===== config.mk =====
export PLATFORM = sky130hd
export DESIGN_NAME = phyctl_regbank
export DESIGN_NICKNAME = d
export VERILOG_FILES = /design/src/rtl/phyctl_pkg.sv /design/src/rtl/phyctl_masked_reg.sv /design/src/rtl/phyctl_sync.sv /design/src/rtl/phyctl_rdmux.sv /design/src/rtl/phyctl_regbank.sv
export SDC_FILE = /design/constraint.sdc
export NUM_CORES = 1
export LEC_CHECK = 0
export BUFFER_PORTS_ARGS = -buffer_cell sky130_fd_sc_hd__buf_2
export CORE_MARGIN = 1
export CORE_UTILIZATION = 55
export DETAILED_ROUTE_END_ITERATION = 12
export GPL_TIMING_DRIVEN = 0
export PLACE_DENSITY = 0.85
export SYNTH_ARGS = -nofsm -noshare
export SYNTH_HDL_FRONTEND = slang
export SYNTH_SLANG_ARGS = --single-unit

===== constraint.sdc =====
create_clock -name clk -period 2.3 [get_ports clk]
set_clock_uncertainty 0.1 [all_clocks]
set_input_delay 0.115 -clock clk [delete_from_list [all_inputs] [get_ports clk]]
set_output_delay 0.115 -clock clk [all_outputs]
set_load 0.01 [all_outputs]

===== src/rtl/phyctl_pkg.sv =====
// Package: shared sizes and the word map of the PHY control bank.
// Assumes word addressing from byte address bits [ADDR_W-1:2].
package phyctl_pkg;
    localparam int DATA_W   = 32;
    localparam int HALF_W   = DATA_W / 2;
    localparam int ADDR_W   = 6;
    localparam int WIDX_W   = ADDR_W - 2;
    localparam int NUM_CTRL = 6;
    localparam int STAT_W   = 7;
    localparam int LANE_W   = 10;

    localparam logic [WIDX_W-1:0] STAT_WIDX = WIDX_W'(8);

    // Word index of control register i (i = 0 timing, 1..4 lanes, 5 power/DLL).
    function automatic logic [WIDX_W-1:0] ctrl_widx(input int i);
        return (i == 0) ? WIDX_W'(0) : WIDX_W'(i + 1);
    endfunction

    // Implemented (writable) bits of control register i.
    function automatic logic [HALF_W-1:0] ctrl_impl(input int i);
        if (i == 0)
            return HALF_W'(16'h3FFF);
        else if (i == NUM_CTRL - 1)
            return HALF_W'(16'h1FFF);
        else
            return HALF_W'(16'h03FF);
    endfunction
endpackage


===== src/rtl/phyctl_masked_reg.sv =====
// One control word with per-bit write enables carried in the upper data half.
// Assumes the write select is already decoded; bits outside IMPL stay 0.
module phyctl_masked_reg #(
    parameter int              W    = 16,
    parameter logic [W-1:0]    IMPL = '1
) (
    input  logic           clk,
    input  logic           rst_n,
    input  logic           sel,
    input  logic [2*W-1:0] wdata,
    output logic [W-1:0]   q
);
    logic [W-1:0] bit_en;

    // Effective enables: requested by the write and present in hardware.
    always_comb bit_en = wdata[2*W-1:W] & IMPL;

    // Update only the enabled bits; keep the rest.
    always_ff @(posedge clk) begin
        if (!rst_n)
            q <= '0;
        else if (sel)
            q <= (q & ~bit_en) | (wdata[W-1:0] & bit_en);
    end
endmodule


===== src/rtl/phyctl_sync.sv =====
// Two-flop synchronizer for a vector of slow, level-type status inputs.
// Assumes bits are independent; no multi-bit coherence is provided.
module phyctl_sync #(
    parameter int W = 7
) (
    input  logic         clk,
    input  logic         rst_n,
    input  logic [W-1:0] d,
    output logic [W-1:0] q
);
    logic [W-1:0] meta;

    // Shift the inputs through two stages.
    always_ff @(posedge clk) begin
        if (!rst_n) begin
            meta <= '0;
            q    <= '0;
        end else begin
            meta <= d;
            q    <= meta;
        end
    end
endmodule


===== src/rtl/phyctl_rdmux.sv =====
// Registered read path: selects a control or status word by word index.
// Assumes unmapped indices read as zero and the upper half is always zero.
module phyctl_rdmux
    import phyctl_pkg::*;
(
    input  logic                               clk,
    input  logic                               rst_n,
    input  logic                               rd,
    input  logic [WIDX_W-1:0]                  widx,
    input  logic [NUM_CTRL-1:0][HALF_W-1:0]    ctrl,
    input  logic [HALF_W-1:0]                  stat,
    output logic [DATA_W-1:0]                  rdata
);
    logic [HALF_W-1:0] pick;

    // Choose the addressed word, zero when nothing matches.
    always_comb begin
        pick = '0;
        if (widx == STAT_WIDX)
            pick = stat;
        for (int i = 0; i < NUM_CTRL; i++)
            if (widx == ctrl_widx(i))
                pick = ctrl[i];
    end

    // Capture the read result one edge after the request.
    always_ff @(posedge clk) begin
        if (!rst_n)
            rdata <= '0;
        else if (rd)
            rdata <= {{(DATA_W-HALF_W){1'b0}}, pick};
    end
endmodule


===== src/rtl/phyctl_regbank.sv =====
// Top of the PHY control bank: six masked control words, one synchronized
// status word, registered readback. Assumes one bus access per cycle.
module phyctl_regbank
    import phyctl_pkg::*;
(
    input  logic              clk,
    input  logic              rst_n,
    input  logic              bus_wr,
    input  logic              bus_rd,
    input  logic [ADDR_W-1:0] bus_addr,
    input  logic [DATA_W-1:0] bus_wdata,
    output logic [DATA_W-1:0] bus_rdata,
    input  logic              st_cal_done,
    input  logic              st_dll_rdy,
    input  logic [3:0]        st_trim,
    input  logic              st_ext_res_absent,
    output logic [1:0]        freq_sel,
    output logic              otap_en,
    output logic [3:0]        otap_sel,
    output logic              itap_win,
    output logic [4:0]        itap_sel,
    output logic              itap_en,
    output logic [LANE_W-1:0] pad_rxen,
    output logic [LANE_W-1:0] pad_pullup,
    output logic [LANE_W-1:0] pad_odrel,
    output logic [LANE_W-1:0] pad_oden,
    output logic [3:0]        dll_trim,
    output logic              retrim_en,
    output logic              retrim_go,
    output logic [2:0]        drv_type,
    output logic [1:0]        retain_ctl,
    output logic              dll_en,
    output logic              pwr_up
);
    logic [WIDX_W-1:0]              widx;
    logic [NUM_CTRL-1:0][HALF_W-1:0] ctrl_q;
    logic [STAT_W-1:0]              stat_raw;
    logic [STAT_W-1:0]              stat_s;
    logic [HALF_W-1:0]              stat_word;

    // Word index from the byte address.
    always_comb widx = bus_addr[ADDR_W-1:2];

    // One masked register per control word.
    for (genvar g = 0; g < NUM_CTRL; g++) begin : g_ctrl
        logic hit;
        always_comb hit = bus_wr && (widx == ctrl_widx(g));
        phyctl_masked_reg #(
            .W    (HALF_W),
            .IMPL (ctrl_impl(g))
        ) u_reg (
            .clk   (clk),
            .rst_n (rst_n),
            .sel   (hit),
            .wdata (bus_wdata),
            .q     (ctrl_q[g])
        );
    end

    // Gather the status inputs into their read positions.
    always_comb stat_raw = {st_cal_done, st_dll_rdy, st_trim, st_ext_res_absent};

    phyctl_sync #(.W(STAT_W)) u_sync (
        .clk   (clk),
        .rst_n (rst_n),
        .d     (stat_raw),
        .q     (stat_s)
    );

    // Place the synchronized status in the low bits of the status word.
    always_comb stat_word = {{(HALF_W-STAT_W){1'b0}}, stat_s};

    phyctl_rdmux u_rd (
        .clk   (clk),
        .rst_n (rst_n),
        .rd    (bus_rd),
        .widx  (widx),
        .ctrl  (ctrl_q),
        .stat  (stat_word),
        .rdata (bus_rdata)
    );

    // Split the stored words onto the PHY control pins.
    always_comb begin
        freq_sel   = ctrl_q[0][13:12];
        otap_en    = ctrl_q[0][11];
        otap_sel   = ctrl_q[0][10:7];
        itap_win   = ctrl_q[0][6];
        itap_sel   = ctrl_q[0][5:1];
        itap_en    = ctrl_q[0][0];
        pad_rxen   = ctrl_q[1][LANE_W-1:0];
        pad_pullup = ctrl_q[2][LANE_W-1:0];
        pad_odrel  = ctrl_q[3][LANE_W-1:0];
        pad_oden   = ctrl_q[4][LANE_W-1:0];
        dll_trim   = ctrl_q[5][12:9];
        retrim_en  = ctrl_q[5][8];
        retrim_go  = ctrl_q[5][7];
        drv_type   = ctrl_q[5][6:4];
        retain_ctl = ctrl_q[5][3:2];
        dll_en     = ctrl_q[5][1];
        pwr_up     = ctrl_q[5][0];
    end
endmodule


==> results.tsv, run 1 <==
metric	value	unit
combPwrFrac	0.131	
ys_ff_latch	95	
clock-sinks	95	
clk_path_buf_depth	2	
clock_power_share	0.324	
numCtsBuffers	9	
track_usage	0.331	
finalNetCount	720	
ys_top_cells_by_area	dfxtp_1, mux2i_1, nand3_1, nor2_1, buf_4	
postLayoutCellArea	5690	µm²
required	2.44	ns
antenna_found_initial	0	
fin_crit_sh	0.796	
synth.distinct_cells	43	
area_delta_synth_final	26.7	%
worstPathArrival	1.97	ns
criticalPathCategory	input port to flop	
synth_common_cells	dfxtp_1, nor2_1, mux2i_1	
dp_slack	0.375	ns
yosysTopAreaCell	dfxtp_1	
power.total	3100	µW
grt_pass1_wl	21500	µm
drc_errors	0	
whs_path_depth	4	
setup_tns	0	ns
overflow	0	
grt_max_degree	17	
dr.pass1.iters	6	
rr_worst_depth	4	
io_pins	148	
powerDensity	545	nW/µm²
vias_per_cell	5.72	
slew_violations	0	
switching_share	0.282	
final_util	0.729	
worstHoldPathType	input port to flop	
synth_top_area_share	0.423	
ctsResizeCount	0	
antenna_left	0	
clkTransAtPathRegs	0.09	ns
worstMarginPinSlew	0.807	ns
yosysSeqAreaShare	0.423	
drtIter0Drc	284	
dieArea	8540	µm²
root_buffer	clkbuf_8	
synth_edf_count	0	
maxCapViolCount	0	
r2r_end	u_rd.rdata[8]	
yosysMostFrequentCell	dfxtp_1	
start_kind	input port	
syn-instance-count	499	
postSynthAreaPerCell	9.01	µm²
power.switching	874	µW
ys_warn_count	0	
path_max_fanout	10	
post_cts_buffers	0	
reg2reg_slack	0.61	ns
ys_async_sr_fraction	0	
rsz0062_at_grt	no	
grt_pass1_vias	4186	
avgRoutedWirePerCell	18.2	µm
fp.dieH	92.4	µm
wl	14200	µm
clk_latency	0.37	ns
status	complete, no violations	
hold_viol_final	0	
setup_ws	0.469	ns
dpl.hpwl	10000	µm
diodes	0	
routabilityCongestion	0.944	
placementRows	32	
period_minus_slack	1.83	ns
p_int	2230	µW
peakVddDrop	343	µV
post_dp_cell_area	5290	µm²
seq_power_share	0.545	
cts_hold_buf	23	
die_w	92.4	µm
hp-start	bus_wdata[27]	
drive_above_1_share	0.275	
endpoint_kind	flop	
relSlewSlack	0.460	
setup-violations-final	0	
vias	4452	
core	7810	µm²
p_leak	0.00292	µW
netlist_area	4500	µm²
htreeDepth	3	
fmax	546	MHz
io_buffers	121	
ys.flop_type	dfxtp_1	
tritoncts	yes	
start_util	0.576	
final cells by class:
| cell class | count | area, µm² |
|---|---|---|
| Multi-Input combinational cell | 361 | 2320 |
| Fill cell | 622 | 2110 |
| Sequential cell | 95 | 1900 |
| Timing Repair Buffer | 144 | 836 |
| Buffer | 53 | 309 |
| Tap cell | 102 | 128 |
| Clock buffer | 9 | 124 |
| Clock inverter | 7 | 47.5 |
| Inverter | 7 | 26.3 |
cells by family after synthesis:
kind of cell    Yosys count  synth area share
compound gates           54            0.0863
flops                    95             0.423
other cells               1          0.000834
buf+inv                  60            0.0746
mux                      80             0.180
simple gates            209             0.236
worst max-delay path by stage:
stage	start	endpoint	depth (start not counted)
6_report	bus_addr[5]	flop	8
5_1_grt	bus_addr[5]	flop	8
4_1_cts	bus_addr[5]	flop	8
3_5_place_dp	bus_wr	flop	6
3_3_place_gp	bus_addr[3]	u_rd.rdata[8]	6
2_1_floorplan	bus_addr[2]	u_rd.rdata[7]	5
metal layers:
layer	wire length (µm)	part of all wire	track usage
met3	1140	0.080	0.0402
met2	6880	0.49	0.560
met5	0	0	0
met4	544	0.038	0.177
met1	5610	0.40	0.411
power groups by stage:
stage          sequential (µW)  combinational (µW)  clock [µW]
2_1_floorplan             1730                 205           0
3_3_place_gp              1730                 360           0
3_5_place_dp              1730                 367           0
4_1_cts                   1690                 398         997
5_1_grt                   1690                 433        1060
6_report                  1690                 407        1010
critical path, stage by stage:
cell and delay (ns):
buf_2 0.15, and4bb_2 0.28, buf_2 0.24, buf_2 0.29
nand3_1 0.13, mux2i_1 0.17, dlygate4sd3_1 0.56, nor2_1 0.04
layout by cell type (no fill, tap or decap), types with 10 or more instances in the layout:
cell type and n:
buf_2 131, dlygate4sd3_1 23, and2_1 14, conb_1 18, nor2_1 81, buf_4 22, dfxtp_1 95, nand3_1 73
mux2i_1 75, clkbuf_1 16, a211oi_1 10
metrics by stage:
step	hold WS (ns)	instances
after floorplan	0.142	516
after global placement	0.221	739
after detailed placement	0.224	739
after CTS	0.00127	778
after global routing	0.0387	778
final	0.00151	778
Power figures use the tool's default switching activity.
==> run 2: changes to the inputs <==
--- a/config.mk
+++ b/config.mk
@@ -5,12 +5,13 @@
 export SDC_FILE = /design/constraint.sdc
 export NUM_CORES = 1
 export LEC_CHECK = 0
+export ABC_AREA = 1
 export BUFFER_PORTS_ARGS = -buffer_cell sky130_fd_sc_hd__buf_2
 export CORE_MARGIN = 1
-export CORE_UTILIZATION = 55
+export CORE_UTILIZATION = 50
 export DETAILED_ROUTE_END_ITERATION = 12
 export GPL_TIMING_DRIVEN = 0
-export PLACE_DENSITY = 0.85
+export PLACE_DENSITY = 0.78
 export SYNTH_ARGS = -nofsm -noshare
 export SYNTH_HDL_FRONTEND = slang
 export SYNTH_SLANG_ARGS = --single-unit
==> constraint.sdc (replaced) <==
create_clock -name clk -period 1.7 [get_ports clk]
set_clock_uncertainty 0.1 [all_clocks]
set_input_delay 0.085 -clock clk [delete_from_list [all_inputs] [get_ports clk]]
set_output_delay 0.085 -clock clk [all_outputs]
set_load 0.01 [all_outputs]
==> run 2 against run 1 <==
Clock power grew 41%. Non-clock buffer count unchanged. Via count rose by 9.6%. Worst setup slack worse by 0.35 ns. Count of clock-buffer cells in the layout rose by 3. Flip-flop and latch count stayed put. Final cell count up 18%. Synthesized cell count grew 27%. Sequential share of layout area is 0.16 points higher. Critical path depth is 1 higher. Register-to-register slack worse by 0.02 ns. Highest routed layer unchanged.
==> results.tsv, run 2 <==
metric	value	unit
status	complete, no violations	
maxCapViolCount	0	
drive_above_1_share	0.218	
vias_per_cell	5.32	
dpl.hpwl	9770	µm
htreeDepth	3	
fin_crit_sh	0.931	
root_buffer	clkbuf_8	
placed_cells	867	
ys_async_sr_fraction	0	
track_usage	0.313	
syn-instance-count	633	
start_util	0.525	
antenna_found_initial	0	
drc_errors	0	
clk_latency	0.37	ns
placementRows	33	
setup_ws	0.117	ns
multi_input_area	2020	µm²
path_max_fanout	10	
drtIter0Drc	434	
p_leak	0.00258	µW
grt_pass1_wl	21500	µm
dr_wl_met2	6610	µm
synth.distinct_cells	22	
netlist_area	4400	µm²
ys_ff_latch	95	
vias	4881	
core	8380	µm²
area_delta_synth_final	28.8	%
final_util	0.676	
final_cells	917	
slew_violations	0	
worstHoldPathType	input port to flop	
ys_warn_count	0	
period_minus_slack	1.58	ns
synth_top_area_share	0.432	
mostFrequentLayoutCells	nand2_1, buf_2, dfxtp_1	
yosysTopAreaCell	dfxtp_1	
ys.flop_type	dfxtp_1	
die_w	95.8	µm
diodes	0	
postSynthAreaPerCell	6.95	µm²
power.total	4190	µW
tritoncts	yes	
ctsResizeCount	0	
yosysSeqAreaShare	0.432	
dp_slack	0.0675	ns
seqCellArea	1900	µm²
io_pins	148	
required	1.91	ns
synth_edf_count	0	
fillers	755	
overflow	0	
finalNetCount	856	
clk_path_buf_depth	2	
fp.dieH	95.8	µm
avgRoutedWirePerCell	15.3	µm
wl	14100	µm
routabilityCongestion	0.871	
yosysMostFrequentCell	nand2_1	
final_common_cell	nand2_1	
fmax	632	MHz
relSlewSlack	0.561	
start_kind	input port	
dieArea	9170	µm²
numCtsBuffers	9	
peakVddDrop	527	µV
grt_pass1_vias	4564	
hold_viol_final	0	
criticalPathCategory	input port to flop	
synth_common_cells	nand2_1, dfxtp_1, a21oi_1	
worstPathArrival	1.79	ns
clkTransAtPathRegs	0.10	ns
setup-violations-final	0	
powerDensity	740	nW/µm²
io_buffers	112	
top_layer	met4	
antenna_left	0	
wl_met3	1240	µm
grt_max_degree	16	
met1_length	5660	µm
worstMarginPinSlew	0.658	ns
reg2reg_slack	0.59	ns
dr.pass1.iters	7	
ys_top_cells_by_area	dfxtp_1, nand2_1, a21oi_1, nand3_1, inv_1	
clock-sinks	95	
endpoint_kind	flop	
==> run 2: changes by cell type after synthesis, sizes merged, moves of 28 or more <==
| cell | change |
|---|---|
| nand2 | +193 |
| mux2i | -75 |
| a21oi | +67 |
| inv | +54 |
| nor2 | -42 |
| o21ai | +28 |
==> run 2: routing by layer <==
| layer | track usage | vias up |
|---|---|---|
| li1 | - | 2330 |
| met1 | 0.374 | 2217 |
| met2 | 0.537 | 284 |
| met3 | 0.0434 | 50 |
| met4 | 0.183 | 0 |
| met5 | 0 | - |
==> run 2: critical path, stage by stage <==
cell           delay, ns
buf_2               0.14
inv_1               0.09
nor2_4              0.16
nand2_4             0.12
nor2_4              0.18
buf_6               0.18
nand3_1             0.11
dlygate4sd3_1       0.58
a21oi_1             0.13
==> run 2: cell type report <==
| cell class | instances | share of cell area |
|---|---|---|
| buffer | 51 | 0.0550 |
| clock buffer | 12 | 0.0274 |
| clock inverter | 4 | 0.00530 |
| inverter | 60 | 0.0397 |
| multi-input combinational | 444 | 0.357 |
| sequential | 95 | 0.336 |
| tap | 105 | 0.0232 |
| timing repair buffer | 146 | 0.157 |
==> run 2: path summary, 6_finish.rpt <==
path                        from        endpoint  cells after the start
setup / recovery     bus_addr[3]            flop                      9
hold / removal             rst_n  u_rd.rdata[10]                      3
setup reg to reg            flop   u_rd.rdata[4]                      6
hold reg to reg   u_sync.meta[3]     u_sync.q[3]                      2
==> run 2: report_power, final <==
group | internal (µW) | switching, µW | total (µW) | leakage (µW)
clock | 612 | 812 | 1420 | 0.0000809
sequential | 2260 | 19.7 | 2280 | 0.000770
combinational | 180 | 306 | 486 | 0.00173
total | 3060 | 1140 | 4190 | 0.00258
==> run 2: metrics by stage <==
step           hold slack (ns)  cell area (µm²)  setup TNS [ns]
6_report                0.0241             5670               0
4_1_cts                0.00753             5630               0
3_3_place_gp             0.166             5150               0
2_1_floorplan           0.0826             4460               0
3_5_place_dp             0.174             5150               0
5_1_grt                 0.0375             5670        -0.00755
==> run 2: repair_timing <==
item	CTS	global route
setup buffers	0	5
endpoints found under the setup margin	0	3
hold endpoints to repair	64	0
hold buffers	29	0
==> run 2: logic make-up (layout without fill, tap and decap cells) <==
group                  after synthesis  in the layout  share of synthesized area
buffers and inverters              111            273                      0.122
AND/OR/NAND/NOR                    308            308                      0.308
flip-flops                          95             95                      0.432
AO/OA/AOI/OAI                      118            118                      0.137
other                                1             18                   0.000853
